--- src/rtl/udiv_pkg.sv ---
package udiv_pkg;
  typedef enum logic [1:0] {
    ST_IDLE = 2'd0,
    ST_RUN  = 2'd1,
    ST_FIN  = 2'd2
  } udiv_state_e;
endpackage

--- src/rtl/udiv_ctrl.sv ---
module udiv_ctrl
  import udiv_pkg::*;
#(
  parameter int QW = 8
) (
  input  logic clk,
  input  logic rst_n,
  input  logic start,
  input  logic ovf_now,
  output logic load,
  output logic step,
  output logic busy,
  output logic done
);
  localparam int CW = (QW > 1) ? $clog2(QW) : 1;
  localparam logic [CW-1:0] LAST = CW'(QW - 1);

  udiv_state_e state_q, state_n;
  logic [CW-1:0] cnt_q, cnt_n;
  logic          cnt_en;

  always_comb begin
    state_n = state_q;
    cnt_n   = cnt_q;
    cnt_en  = 1'b0;
    load    = 1'b0;
    step    = 1'b0;
    case (state_q)
      ST_IDLE: begin
        if (start) begin
          load    = 1'b1;
          cnt_en  = 1'b1;
          cnt_n   = '0;
          state_n = ovf_now ? ST_FIN : ST_RUN;
        end
      end
      ST_RUN: begin
        step = 1'b1;
        if (cnt_q == LAST) begin
          state_n = ST_FIN;
        end else begin
          cnt_en = 1'b1;
          cnt_n  = cnt_q + 1'b1;
        end
      end
      ST_FIN:  state_n = ST_IDLE;
      default: state_n = ST_IDLE;
    endcase
  end

  always_ff @(posedge clk or negedge rst_n) begin
    if (!rst_n) begin
      state_q <= ST_IDLE;
      cnt_q   <= '0;
    end else begin
      state_q <= state_n;
      if (cnt_en) cnt_q <= cnt_n;
    end
  end

  assign busy = (state_q != ST_IDLE);
  assign done = (state_q == ST_FIN);


  done_pulse_chk: assert property (@(posedge clk) disable iff (!rst_n)
    done |=> !done);

  done_in_busy_chk: assert property (@(posedge clk) disable iff (!rst_n)
    done |-> busy);

  cnt_range_chk: assert property (@(posedge clk) disable iff (!rst_n)
    cnt_q <= LAST);

  run_holds_chk: assert property (@(posedge clk) disable iff (!rst_n)
    (step && cnt_q != LAST) |=> (busy && !done));
endmodule

--- src/rtl/udiv_datapath.sv ---
module udiv_datapath #(
  parameter int QW = 8
) (
  input  logic            clk,
  input  logic            rst_n,
  input  logic            load,
  input  logic            step,
  input  logic [2*QW-1:0] dvd_in,
  input  logic [QW-1:0]   dvs_in,
  output logic [2*QW-1:0] result
);
  localparam int DW = 2 * QW;

  logic [QW-1:0] rem_q, rem_n;
  logic [QW-1:0] quo_q, quo_n;
  logic [QW-1:0] dvs_q;
  logic [QW:0]   partial;
  logic [QW:0]   trial;
  logic          fits;
  logic          upd_en;

  assign partial = {rem_q, quo_q[QW-1]};
  assign trial   = partial - {1'b0, dvs_q};
  assign fits    = ~trial[QW];

  always_comb begin
    rem_n  = rem_q;
    quo_n  = quo_q;
    upd_en = 1'b0;
    if (load) begin
      upd_en = 1'b1;
      rem_n  = dvd_in[DW-1:QW];
      quo_n  = dvd_in[QW-1:0];
    end else if (step) begin
      upd_en = 1'b1;
      rem_n  = fits ? trial[QW-1:0] : partial[QW-1:0];
      quo_n  = {quo_q[QW-2:0], fits};
    end
  end

  always_ff @(posedge clk or negedge rst_n) begin
    if (!rst_n) begin
      rem_q <= '0;
      quo_q <= '0;
      dvs_q <= '0;
    end else begin
      if (upd_en) begin
        rem_q <= rem_n;
        quo_q <= quo_n;
      end
      if (load) dvs_q <= dvs_in;
    end
  end

  assign result = {rem_q, quo_q};

  // restoring invariant, partial remainder stays below divisor

  rem_below_dvs_chk: assert property (@(posedge clk) disable iff (!rst_n)
    step |-> (rem_q < dvs_q));

  result_hold_chk: assert property (@(posedge clk) disable iff (!rst_n)
    (!load && !step) |=> $stable(result));
endmodule

--- src/rtl/udiv_flags.sv ---
module udiv_flags #(
  parameter int QW = 8
) (
  input  logic            clk,
  input  logic            rst_n,
  input  logic            load,
  input  logic [2*QW-1:0] dvd_in,
  input  logic [QW-1:0]   dvs_in,
  output logic            ovf_now,
  output logic            ovf,
  output logic            neg,
  output logic            zero
);
  localparam int DW = 2 * QW;

  logic ovf_q, neg_q, zero_q;

  assign ovf_now = (dvs_in <= dvd_in[DW-1:QW]);

  always_ff @(posedge clk or negedge rst_n) begin
    if (!rst_n) begin
      ovf_q  <= 1'b0;
      neg_q  <= 1'b0;
      zero_q <= 1'b0;
    end else if (load) begin
      ovf_q  <= ovf_now;
      neg_q  <= dvs_in[QW-1];
      zero_q <= (dvs_in == '0);
    end
  end

  assign ovf  = ovf_q;
  assign neg  = neg_q;
  assign zero = zero_q;


  zero_forces_ovf_chk: assert property (@(posedge clk) disable iff (!rst_n)
    zero |-> ovf);

  flags_hold_chk: assert property (@(posedge clk) disable iff (!rst_n)
    !load |=> ($stable(ovf) && $stable(neg) && $stable(zero)));
endmodule

--- src/rtl/udiv16by8.sv ---
module udiv16by8 #(
  parameter int QW = 8
) (
  input  logic            clk,
  input  logic            rst_n,
  input  logic            start,
  input  logic [2*QW-1:0] dividend,
  input  logic [QW-1:0]   divisor,
  output logic            busy,
  output logic            done,
  output logic [2*QW-1:0] result,
  output logic            ovf,
  output logic            neg,
  output logic            zero
);
  localparam int DW = 2 * QW;

  logic rst_meta_q, rst_sync_q;
  logic load, step, ovf_now;

  always_ff @(posedge clk or negedge rst_n) begin
    if (!rst_n) begin
      rst_meta_q <= 1'b0;
      rst_sync_q <= 1'b0;
    end else begin
      rst_meta_q <= 1'b1;
      rst_sync_q <= rst_meta_q;
    end
  end

  udiv_ctrl #(.QW(QW)) u_ctrl (
    .clk    (clk),
    .rst_n  (rst_sync_q),
    .start  (start),
    .ovf_now(ovf_now),
    .load   (load),
    .step   (step),
    .busy   (busy),
    .done   (done)
  );

  udiv_datapath #(.QW(QW)) u_dp (
    .clk   (clk),
    .rst_n (rst_sync_q),
    .load  (load),
    .step  (step),
    .dvd_in(dividend),
    .dvs_in(divisor),
    .result(result)
  );

  udiv_flags #(.QW(QW)) u_flags (
    .clk    (clk),
    .rst_n  (rst_sync_q),
    .load   (load),
    .dvd_in (dividend),
    .dvs_in (divisor),
    .ovf_now(ovf_now),
    .ovf    (ovf),
    .neg    (neg),
    .zero   (zero)
  );


  ovf_fast_done_chk: assert property (@(posedge clk) disable iff (!rst_sync_q)
    (start && !busy && (divisor <= dividend[DW-1:QW])) |=> (done && ovf));

  busy_after_start_chk: assert property (@(posedge clk) disable iff (!rst_sync_q)
    (start && !busy) |=> busy);

  reset_quiet_chk: assert property (@(posedge clk)
    !rst_sync_q |-> (!busy && !done && result == '0));
endmodule

--- config.mk ---
export PLATFORM = sky130hd
export DESIGN_NAME = udiv16by8
export DESIGN_NICKNAME = d
export VERILOG_FILES = /design/src/rtl/udiv_pkg.sv /design/src/rtl/udiv_ctrl.sv /design/src/rtl/udiv_datapath.sv /design/src/rtl/udiv_flags.sv /design/src/rtl/udiv16by8.sv
export SDC_FILE = /design/constraint.sdc
export NUM_CORES = 1
export LEC_CHECK = 0
export ABC_CLOCK_PERIOD_IN_PS = 2300
export BUFFER_PORTS_ARGS = -buffer_cell sky130_fd_sc_hd__buf_2
export CORE_MARGIN = 1
export CORE_UTILIZATION = 58
export DETAILED_ROUTE_END_ITERATION = 8
export GPL_TIMING_DRIVEN = 0
export HOLD_SLACK_MARGIN = 0.05
export PLACE_DENSITY = 0.86
export SYNTH_ARGS = -nofsm -noshare
export SYNTH_HDL_FRONTEND = slang
export SYNTH_HIERARCHICAL = 1
export SYNTH_SLANG_ARGS = --single-unit
--- constraint.sdc ---
create_clock -name clk -period 2.3 [get_ports clk]
set_clock_uncertainty 0.05 [all_clocks]
set_input_delay 0.115 -clock clk [delete_from_list [all_inputs] [get_ports clk]]
set_output_delay 0.115 -clock clk [all_outputs]
set_load 0.02 [all_outputs]
Word-level counts from Yosys, hierarchy flattened
Cells that the tools add are included.

storage, ports and cells
  register bits after elaboration = 34
  latch bits = 0
  bits in writable memories = 0
  memory bits (read-only) = 0
  bits of input ports = 27
  output and inout port bits = 21
  word-level logic and storage cells = 47
  memories kept = 0

operators by class
  add/sub/neg operators = 2
  multipliers = 0
  divide/modulo/power cells = 0
  magnitude comparators = 1
  equal/unequal tests = 6
  shift operators = 0
  muxes and demuxes = 19
  bitwise gates (word level) = 1
  reductions and logical operators = 8

operator list
  cell                                            number
  two-way mux 8 bit                               5
  subtractor 9 x 8 -> 9 bit                       1
  <= comparator 8 bit                             1
  zero test 8 bit                                 1
  two-way mux 1 bit                               6
  two-way mux 2 bit                               3
  two-way mux 3 bit                               2
  one-hot mux 3 bit (2 select lines)              1
  nonzero test 2 bit                              3
  != test 2 bit (second input constant)           2
  one-hot mux 2 bit (2 select lines)              1
  AND reduction 2 bit                             2
  AND reduction 4 bit                             1
  adder 3 x 1 -> 3 bit (second input constant)    1
  == test 3 bit (second input constant)           1
  == test 2 x 1 -> 1 bit (second input constant)  1
  == test 2 bit (second input constant)           1
  zero test 2 bit                                 1
  != test 2 x 1 -> 1 bit (second input constant)  1
  one-hot mux 1 bit (2 select lines)              1
  NOT 1 bit                                       1

Logic depth before layout (Yosys ltp)
Gate-level depths: netlist of the first run.

  depth after elaboration = 5
  mapped depth = 10

Modules after synthesis
Netlist of the first run, hierarchy kept.

modules (own cells, without submodules)
  module         times used  cells each  area each (um^2)  sequential area each (um^2)
  udiv_datapath  1           147         1456.4            600.6
  udiv_flags     1           39          351.6             75.1
  udiv_ctrl      1           33          304.0             125.1
  udiv16by8      1           3           53.8              50.0

Worst setup path after synthesis of the first run
No wires, ideal clock.

  kind = register to register
  start = reg u_dp.quo_q[7]
  end = reg u_dp.rem_q[0]
  setup time = 0.126 ns
  data arrival time = 2.254 ns
  setup slack = -0.130 ns
  cell stages (with the launch flop) = 11
  buffers on the path = 0
  period minus slack after synthesis = 2.430 ns
  cells stage by stage = dfrtp_1 > inv_1 > ha_1 > inv_1 > fa_1 > a21oi_2 > o21ai_4 > o22ai_4 > xnor2_4 > mux2i_1 > a221o_1

on the way
  word-level cells in the longest chain between the ends = 4

ends and longest elaborated chain
  what                       RTL line             text
  start: declaration         udiv_datapath.sv:15  logic [QW-1:0] quo_q, quo_n;
  start signal: assignment   udiv_datapath.sv:49  quo_q <= quo_n;
  subtractor 9 x 8 -> 9 bit  udiv_datapath.sv:23  assign trial = partial - {1'b0, dvs_q};
  two-way mux 8 bit *        udiv_datapath.sv:36  rem_n = fits ? trial[QW-1:0] : partial[QW-1:0];
  two-way mux 8 bit *        udiv_datapath.sv:34  end else if (step) begin
  two-way mux 8 bit *        udiv_datapath.sv:30  if (load) begin
  end signal: assignment     udiv_datapath.sv:48  rem_q <= rem_n;
  end: declaration           udiv_datapath.sv:14  logic [QW-1:0] rem_q, rem_n;

Every way passes the cells marked *; elsewhere a longest branch is shown, timed or not. The select of a mux whose other input is x is not followed.
A chain may end at the register's enable or synchronous reset.

Worst setup path after layout of the first run
  start = reg u_dp.quo_q[7]
  end = reg u_dp.rem_q[1]

on the way
  word-level cells in the longest chain between the ends = 4

ends and longest elaborated chain
  what                       RTL line
  subtractor 9 x 8 -> 9 bit  udiv_datapath.sv:23
  two-way mux 8 bit          udiv_datapath.sv:36
  two-way mux 8 bit          udiv_datapath.sv:34
  two-way mux 8 bit          udiv_datapath.sv:30

Every way passes these cells. The select of a mux whose other input is x is not followed.

==> flow_summary.ini, run 1 <==
[run_status]
status = finished, violations left
violations = negative setup slack

[timing]
fin_hold_ws_ns = 0.0468
drv_slew = 0
fin_ws_ns = -0.0290
fin_crit_ns = 2.33
slew_headroom_pct = 53.0
rsz0062_at_grt = yes
setup_violations = 6
finalHoldViolCount = 0
fmax_mhz = 429
tightest_slew_ns = 0.705
finalCritPeriodShare_pct = 101

[layout]
design_area_sq_um = 2820
syn_to_final_growth_pct = 30.2
fillCellCount = 222
multi_input_area_sq_um = 1220
regArea_sq_um = 853
finalNonFillerCells = 347
utilization_pct = 81.3
layout_common_cells = 49 x buf_2, 32 x dfrtp_1, 20 x inv_1, 20 x nand2_1, 18 x o21ai_0
layout.nets = 346
final_common_cell = buf_2
num_antenna_cells = 0
layout-drive-gt1-share_pct = 29.9

[synthesis]
ys_ff_latch = 34
yosysUniqueCellTypes = 48
synthMuxAreaShare_pct = 7.97
yosys.area.top_type_share_pct = 39.3
netlist_top_cells_area = dfrtp_1 39%, ha_1 10%, mux2i_1 6.9%
ys_async_sr_fraction_pct = 100
synth_nets = 268
yosys_warnings = 6
syn_avg_cell_area_sq_um = 9.76
yosys.area_share.simple_pct = 13.8
synth-xor-area-share_pct = 3.70
synth_fa_ha_area_share_pct = 11.3
syn_area_sq_um = 2170
synth_compound_area_share_pct = 18.3
synth_edf_count = 0
synth_area_leader_cell = dfrtp_1
synth_seq_area_share_pct = 39.3
synth_top_family_by_area = compound AO/OA/AOI/OAI gates
syn_inst = 222
synth_ff_type = dfrtp_1

[clocking]
cts.sinks = 34
path_clk_slew_ns = 0.07
ctsRootBufferMaster = clkbuf_8
clk_latency_ns = 0.29
cts_max_level = 2
cts_tree = yes
numCtsBuffers = 5
clockBufferDepth = 2

[floorplan]
dieArea_sq_um = 3980
start_util_pct = 62.4
io_pins = 48
die_h_um = 63.1
row_count = 21
fp.dieW_um = 63.1
core_region_area_sq_um = 3470

[worst_setup_path]
worstPathCellList = inv_2 > ha_4 > inv_2 > fa_2 > a21oi_4 > o21ai_4 > o22ai_4 > xnor2_4 > buf_12 > mux2i_1 > o21ai_1
cp_data_required_time_ns = 2.42
worstPathArrival_ns = 2.45
critPathKind = flop to flop
critPathCaptureType = flop
crit_fanout = 7
crit_slowest_cell = dfrtp_2
worstSetupStartpointType = flop
slowest_delay_ns = 0.41
path_common_cell = inv_2

[placement]
placed_cells = 315
io_buffer_count = 47
globalplace.congestion = 0.859
dpl.hpwl_mm = 3.68
place_area_sq_um = 2480

[global_routing]
antenna_found_initial = 0
grt_max_degree = 33
grtUsageTotal_pct = 30.6
grt_pass1_vias = 2026
grt_pass1_wl_mm = 9.37
overflow = 0

[route]
routed_wirelength_mm = 5.42
vias = 1965
ant_nets = 0
route.detailed.drc = 0
drtIter0Drc = 85
dr.pass1.iters = 4
viasPerCell = 5.66
wl_per_cell_um = 15.6

[run]
cap_violations = 0

[power_and_ir_drop]
finalPower_w = 0.00458
powerDensity_nw_per_um2 = 1630
peakVddDrop_v = 0.000777
leakagePower_nw = 1.36

[worst_hold_path]
hp-class = input port to flop
metrics by stage:
step	setup TNS, ns	setup WS (ns)
floorplan	0	0.00219
global placement	-0.356	-0.0656
detailed placement	-0.748	-0.116
CTS	0	0.000350
global route	-0.698	-0.115
finish	-0.140	-0.0290
Yosys cell counts, types with 2 or more instances:
| master | count |
|---|---|
| xnor2_1 | 3 |
| a21oi_1 | 13 |
| nor3b_1 | 7 |
| a21oi_2 | 3 |
| nand3_1 | 4 |
| ha_1 | 18 |
| o21a_1 | 2 |
| nor2_1 | 3 |
| buf_1 | 2 |
| inv_1 | 22 |
| dfrtp_1 | 34 |
| or2_1 | 2 |
| o221ai_1 | 3 |
| nor3_1 | 2 |
| nor2b_1 | 4 |
| nand4_1 | 2 |
| nand2b_1 | 4 |
| nand2_1 | 20 |
| o21ai_0 | 24 |
| mux2_2 | 2 |
| xor2_1 | 3 |
| mux2i_1 | 15 |
| clkbuf_1 | 5 |
cell families after synthesis:
kind of cell             after synthesis
AO/OA/AOI/OAI                         59
XOR/XNOR                               7
adder cells (fa/ha/maj)               19
buffers and inverters                 31
flip-flops                            34
multiplexers                          17
other                                  1
AND/OR/NAND/NOR                       54
sequential cells by signal, summed over array words and instances (netlist names):
register and cells:
u_ctrl/cnt_q 3, u_flags/zero 1, u_flags/neg 1, u_dp/dvs_q 8, u_flags/ovf 1, rst_meta_q 1, u_dp/quo_q 8, rst_sync_q 1
u_dp/rem_q 8, u_ctrl/state_q 2
critical path, delay by kind of cell (launching register included):
kind,cells,cell delay [ns]
fa+ha+maj,2,0.52
mux,1,0.17
flops,1,0.41
compound gates,4,0.55
buf+inv,3,0.28
xor+xnor,1,0.22
where the power goes:
group / leakage (nW) / internal (W) / total (W) / switching, W
registers: 0.419 / 0.000869 / 0.00109 / 0.000218
logic: 0.896 / 0.00143 / 0.00304 / 0.00161
clock network: 0.0482 / 0.000241 / 0.000457 / 0.000216
total: 1.36 / 0.00254 / 0.00458 / 0.00204
what timing repair did:
| action | CTS | global route |
|---|---|---|
| resized for setup | 3 | 12 |
| endpoints found under the hold margin | 18 | 0 |
| setup endpoints to repair | 15 | 20 |
| pin swaps | 4 | 7 |
| buffers inserted | 4 | 3 |
| hold buffers | 17 | 0 |
layout make-up:
class	instances	share of cell area (%)
Tap cell	46	2.04
Timing Repair Buffer	71	16.8
Buffer	8	1.33
Clock buffer	7	3.06
Multi-Input combinational cell	157	43.3
Clock inverter	1	0.177
Sequential cell	34	30.3
Inverter	23	3.06
path summary, 6_finish.rpt:
path / start / end / slack, ns / depth (start not counted)
max: u_dp/quo_q[7] / u_dp/rem_q[1] / -0.03 / 11
min: divisor[6] / u_dp/dvs_q[6] / 0.05 / 3
max reg2reg: u_dp/quo_q[7] / u_dp/rem_q[1] / -0.03 / 11
min reg2reg: rst_sync_q / u_dp/dvs_q[7] / 0.27 / 0
max in group asynchronous: rst_sync_q / u_dp/quo_q[7] / 1.44 / 0
min in group asynchronous: rst_n / rst_sync_q / 0.11 / 2
layer usage:
layer	global-route usage (%)	vias up	share of wire, %
met1	37.0	946	40
met2	53.0	74	52
met3	5.80	11	6.5
met4	13.1	0	1.7
met5	0	-	0
li1	-	934	-
No activity file was read; power rests on OpenSTA's default activity.
==> run 2: changes to the inputs <==
--- a/config.mk
+++ b/config.mk
@@ -7,6 +7,7 @@
 export LEC_CHECK = 0
 export ABC_CLOCK_PERIOD_IN_PS = 2300
 export BUFFER_PORTS_ARGS = -buffer_cell sky130_fd_sc_hd__buf_2
+export CORE_ASPECT_RATIO = 0.9
 export CORE_MARGIN = 1
 export CORE_UTILIZATION = 58
 export DETAILED_ROUTE_END_ITERATION = 8
==> run 2 against run 1 <==
The run now ends clean. Sequential share of layout area down 0.20 points. Count of clock-buffer cells in the layout unchanged. Routed wire length up 5.3%. Flip-flop and latch count unchanged. Largest cell class unchanged. Critical path depth unchanged. Non-clock buffer count up 3. Critical endpoint unchanged. Clock power up 0.9%. Fmax up 1.8%.
==> flow_summary.ini, run 2 (synthesis results as in run 1) <==
[worst_hold_path]
whs_path_depth = 3
min_to = u_dp/dvs_q[6]
min_from = divisor[6]
hp-class = input port to flop

[worst_setup_path]
path_common_cell = inv_2
cp_data_required_time_ns = 2.42
crit_fanout = 6
slowest_delay_ns = 0.41
crit_buf_inv = 3
worstPathCellList = inv_2 > ha_4 > inv_2 > fa_2 > a21oi_4 > o21ai_4 > o22ai_4 > xnor2_4 > buf_4 > mux2i_1 > o21ai_0
rrSetupSlack_ns = 0.01
worstPathArrival_ns = 2.41
r2r_end = u_dp/rem_q[1]
r2r_cells = 11
critPathKind = flop to flop
worstReg2RegStart = u_dp/quo_q[7]
crit_slowest_cell = dfrtp_2
crit_family = compound AO/OA/AOI/OAI gates
worstSetupStartpointType = flop
critPathCaptureType = flop

[run_status]
status = finished, final reports clean

[route]
drtIter0Drc = 120
dr.pass1.iters = 4
ant_nets = 0
vias = 1972
route.detailed.drc = 0
viasPerCell = 5.67
wl_per_cell_um = 16.4
routed_wirelength_mm = 5.71

[power_and_ir_drop]
peakVddDrop_v = 0.000957
seqPwrFrac_pct = 23.4
switching_share_pct = 44.5
leakagePower_nw = 1.37
intPower_w = 0.00260
p_switching_w = 0.00209
finalPower_w = 0.00468
powerDensity_nw_per_um2 = 1650
p_comb_share_pct = 66.8
clock_power_share_pct = 9.9

[timing]
finalHoldViolCount = 0
fin_ws_ns = 0.0116
fmax_mhz = 437
fin_crit_ns = 2.29
drv_slew = 0
tightest_slew_ns = 0.700
rsz0062_at_grt = yes
finalCritPeriodShare_pct = 99.5
slew_headroom_pct = 53.3
setup_violations = 0
setup_tns_ns = 0

[placement]
dp_slack_ns = -0.0853
globalplace.congestion = 0.943
io_buffer_count = 47
placed_cells = 313
dpl.hpwl_mm = 3.67

[layout]
num_antenna_cells = 0
layout-drive-gt1-share_pct = 29.9
final_common_cell = buf_2
finalNonFillerCells = 348
utilization_pct = 81.6
layout.nets = 349
largest_registers = u_dp/dvs_q (8), u_dp/quo_q (8), u_dp/rem_q (8)
layout_common_cells = 48 x buf_2, 32 x dfrtp_1, 20 x inv_1, 20 x nand2_1, 20 x o21ai_0
syn_to_final_growth_pct = 31.1

[global_routing]
antenna_found_initial = 0
grt_pass1_vias = 1926
overflow = 0
grt_max_degree = 33
grtUsageTotal_pct = 31.0
grt_pass1_wl_mm = 8.81

[clocking]
cts.sinks = 34
cts_max_level = 2
numCtsBuffers = 5
ctsRootBufferMaster = clkbuf_8
clockBufferDepth = 2
path_clk_slew_ns = 0.07
cts_tree = yes
clk_latency_ns = 0.29

[floorplan]
dieArea_sq_um = 3980
core_region_area_sq_um = 3480
start_util_pct = 62.3
fp.dieW_um = 66.4
row_count = 20
io_pins = 48
die_h_um = 60.0

[run]
cap_violations = 0
[run 2: changes by cell type in the layout (fill, tap and decap cells not counted)]
cell | previous run | this run
buf_4 | 5 | 8
buf_1 | 0 | 1
nor2_2 | 0 | 1
dlygate4sd3_1 | 17 | 18
buf_6 | 1 | 0
o21ai_0 | 18 | 20
nor2_1 | 3 | 2
o21ai_1 | 6 | 4
buf_2 | 49 | 48
clkbuf_2 | 4 | 3
clkbuf_1 | 3 | 4
[run 2: layer usage]
layer  global-route usage (%)  vias to the layer above  share of wire [%]
met3                     7.06                        6                7.7
li1                         -                      934                  -
met4                     9.12                        0               0.70
met1                     36.5                      939                 39
met5                        0                        -                  0
met2                     56.6                       93                 53
[run 2: layout make-up]
class	count	area, sq um
Tap cell	44	55.1
Sequential cell	34	853
Inverter	23	86.3
Multi-Input combinational cell	157	1220
Timing Repair Buffer	74	495
Clock buffer	7	86.3
Clock inverter	1	5.00
Fill cell	217	639
Buffer	8	35.0
[run 2: through the flow]
step | instance area (sq um) | hold WS [ns]
2_1_floorplan | 2190 | -0.231
3_3_place_gp | 2480 | -0.150
3_5_place_dp | 2480 | -0.148
4_1_cts | 2800 | 0.0540
5_1_grt | 2840 | 0.0506
6_report | 2840 | 0.0562
[run 2: worst min-delay path, delay by kind of cell]
kind                   cells  cell delay, ns
AOI/OAI and AO/OA          1            0.06
buffers and inverters      1            0.12
and+or+nand+nor            1            0.06
[run 2: worst max path at each step]
stage                     cells after the start  slack, ns       endpoint               from
final                                        11       0.01  u_dp/rem_q[1]      u_dp/quo_q[7]
after global placement                       10      -0.08  u_dp/rem_q[0]      u_dp/quo_q[7]
after CTS                                    11       0.01  u_dp/rem_q[6]      u_dp/quo_q[7]
after floorplan                              10      0.002  u_dp/rem_q[0]      u_dp/quo_q[7]
after detailed placement                      7      -0.09  u_dp/dvs_q[1]  u_ctrl/state_q[0]
after global routing                         11      -0.09  u_dp/rem_q[1]      u_dp/quo_q[7]
[run 2: power groups by stage]
stage	Clock (W)	Combinational (W)	Sequential (W)
final	0.000461	0.00313	0.00109
after CTS	0.000463	0.00291	0.00109
after global routing	0.000497	0.00336	0.00113
after detailed placement	0	0.00262	0.00110
after floorplan	0	0.00187	0.00125
after global placement	0	0.00254	0.00109
[run 2: repair_timing]
action	4_1_cts	5_1_grt
pin swaps	4	4
endpoints found under the hold margin	19	0
hold buffers	18	0
endpoints found under the setup margin	16	23
buffers inserted	5	4
gates resized for setup	1	9
==> run 3: changes to the inputs <==
--- a/config.mk
+++ b/config.mk
@@ -14,7 +14,7 @@
 export GPL_TIMING_DRIVEN = 0
 export HOLD_SLACK_MARGIN = 0.05
 export PLACE_DENSITY = 0.86
+export SETUP_SLACK_MARGIN = 0.4
 export SYNTH_ARGS = -nofsm -noshare
 export SYNTH_HDL_FRONTEND = slang
-export SYNTH_HIERARCHICAL = 1
 export SYNTH_SLANG_ARGS = --single-unit
==> run 3 against run 2 <==
The flow now finishes with violations (negative setup slack). Utilization rose by 3.1 points. Routed wire length rose by 3.8%. Combinational power is 2% higher. Global-route usage rose by 3.0 points. Synthesized area shrank 6.5%. Largest cell class unchanged.
==> flow_summary.ini, run 3 <==
[run_status]
status = finished, violations left
violations = negative setup slack

[floorplan]
row_count = 19
die_h_um = 58.1
fp.dieW_um = 64.3
core_region_area_sq_um = 3190
io_pins = 48
start_util_pct = 63.6
dieArea_sq_um = 3730

[clocking]
path_clk_slew_ns = 0.07
cts.sinks = 33
ctsRootBufferMaster = clkbuf_8
numCtsBuffers = 5
cts_tree = yes
clk_latency_ns = 0.29
cts_max_level = 2
clockBufferDepth = 2

[synthesis]
synth_seq_area_share_pct = 40.8
synth.most_common_cell = dfrtp_1
syn_avg_cell_area_sq_um = 9.25
syn_area_sq_um = 2030
netlist_top_cells_area = dfrtp_1 41%, ha_1 11%, nand2_1 5.0%
synth_fa_ha_area_share_pct = 12.1
ys_async_sr_fraction_pct = 100
synth_top_family_by_area = compound AO/OA/AOI/OAI gates
synth_edf_count = 0
yosys.area_share.simple_pct = 16.2
synth_ff_type = dfrtp_1
synth-xor-area-share_pct = 1.30
synth_nets = 265
synth_common_cells = 33 x dfrtp_1, 27 x nand2_1, 21 x inv_1, 18 x ha_1
syn_inst = 219
yosys.area.top_type_share_pct = 40.8
yosysUniqueCellTypes = 39
synth_area_leader_cell = dfrtp_1
ys_ff_latch = 33
yosys_warnings = 0
synthMuxAreaShare_pct = 5.00
synth_compound_area_share_pct = 19.2

[run]
cap_violations = 0

[placement]
globalplace.congestion = 0.816
dp_slack_ns = -0.199
dpl.hpwl_mm = 3.67
io_buffer_count = 47

[global_routing]
grt_pass1_wl_mm = 9.39
grt_max_degree = 32
overflow = 0
antenna_found_initial = 0
grtUsageTotal_pct = 34.0
grt_pass1_vias = 1972

[timing]
fmax_mhz = 397
tightest_slew_ns = 0.684
finalCritPeriodShare_pct = 110
setup_violations = 9
fin_hold_ws_ns = 0.0539
rsz0062_at_grt = yes
slew_headroom_pct = 54.4
fin_crit_ns = 2.52
finalHoldViolCount = 0
fin_ws_ns = -0.221
drv_slew = 0

[power_and_ir_drop]
powerDensity_nw_per_um2 = 1740
p_switching_w = 0.00222
intPower_w = 0.00249
p_comb_share_pct = 68.0
leakagePower_nw = 1.36
clock_power_share_pct = 9.2
peakVddDrop_v = 0.00102
seqPwrFrac_pct = 22.8
switching_share_pct = 47.1
finalPower_w = 0.00470

[layout]
fillCellCount = 178
num_antenna_cells = 0
layout_common_cells = 47 x buf_2, 30 x dfrtp_1, 27 x nand2_1
layout.nets = 344
utilization_pct = 84.7
largest_registers = u_dp.quo_q (8), u_dp.rem_q (8), u_dp.dvs_q (7)
final_common_cell = buf_2
layout-drive-gt1-share_pct = 28.4
syn_to_final_growth_pct = 33.2

[route]
dr.pass1.iters = 4
drtIter0Drc = 218
routed_wirelength_mm = 5.93
viasPerCell = 5.93
ant_nets = 0
route.detailed.drc = 0
vias = 2022
wl_per_cell_um = 17.4

[worst_setup_path]
worstPathArrival_ns = 2.61
critPathCaptureType = flop
worstSetupStartpointType = flop
critPathKind = flop to flop
rrSetupSlack_ns = -0.22
cp_data_required_time_ns = 2.39
crit_fanout = 6

[worst_hold_path]
hp-class = input port to flop
run 3: power groups by stage:
stage	clock network [W]	registers (W)	logic (W)
after floorplan	0	0.00123	0.00187
after global placement	0	0.00105	0.00258
after detailed placement	0	0.00106	0.00268
after CTS	0.000434	0.00105	0.00292
after global routing	0.000456	0.00110	0.00347
final	0.000431	0.00107	0.00320
run 3: layer usage:
layer | vias to the layer above | GRT usage, % | part of all wire [%] | wire (um)
li1 | 932 | - | - | -
met1 | 984 | 43.1 | 39 | 2310
met2 | 93 | 57.7 | 51 | 3010
met3 | 13 | 6.89 | 8.5 | 502
met4 | 0 | 12.4 | 1.8 | 104
met5 | - | 0 | 0 | 0
run 3: timing repair:
item                                   CTS  global route
hold buffers                            16             0
endpoints found under the hold margin   17             0
resized for setup                        2            10
pin swaps                                3             1
setup endpoints to repair                9            16
setup buffers                            7             2
run 3: path summary, 6_finish.rpt:
check | from | endpoint | depth (start not counted)
max | u_dp.dvs_q[0] | u_dp.rem_q[4] | 9
min reg2reg | rst_sync_q | u_dp.dvs_q[1] | 0
min in group asynchronous | rst_n | rst_sync_q | 2
max in group asynchronous | rst_sync_q | u_dp.quo_q[7] | 0
min | divisor[4] | u_dp.dvs_q[4] | 3
max reg2reg | u_dp.dvs_q[0] | u_dp.rem_q[4] | 9
run 3: final cells by class:
cell class,count,area (sq um),share of cell area [%]
repair buffers,72,478,17.7
inverters,21,78.8,2.92
clock inverters,3,17.5,0.649
multi-input cells,158,1140,42.4
flip-flops and latches,33,830,30.8
clock buffers,5,68.8,2.55
plain buffers,7,27.5,1.02
well taps,42,52.6,1.95
run 3: logic make-up after synthesis:
family,count (synthesis)
and+or+nand+nor,71
buffers and inverters,28
muxes,9
DFF,33
xor gates and xnor gates,3
AOI/OAI and AO/OA,55
adders and majority gates,19
other,1
run 3: worst max-delay path: stages (launching register included):
cell	delay (ns)
dfrtp_1	0.41
ha_4	0.19
fa_2	0.36
nand2b_4	0.16
a211oi_4	0.24
mux2i_2	0.32
nand2_2	0.14
buf_6	0.18
mux2i_2	0.19
o221ai_1	0.13
run 3: through the flow:
stage / instances / instance area, sq um / setup TNS (ns)
2_1_floorplan: 219 / 2060 / -0.130
3_3_place_gp: 308 / 2340 / -0.667
3_5_place_dp: 308 / 2340 / -1.11
4_1_cts: 339 / 2650 / -0.273
5_1_grt: 341 / 2700 / -2.10
6_report: 341 / 2700 / -1.48
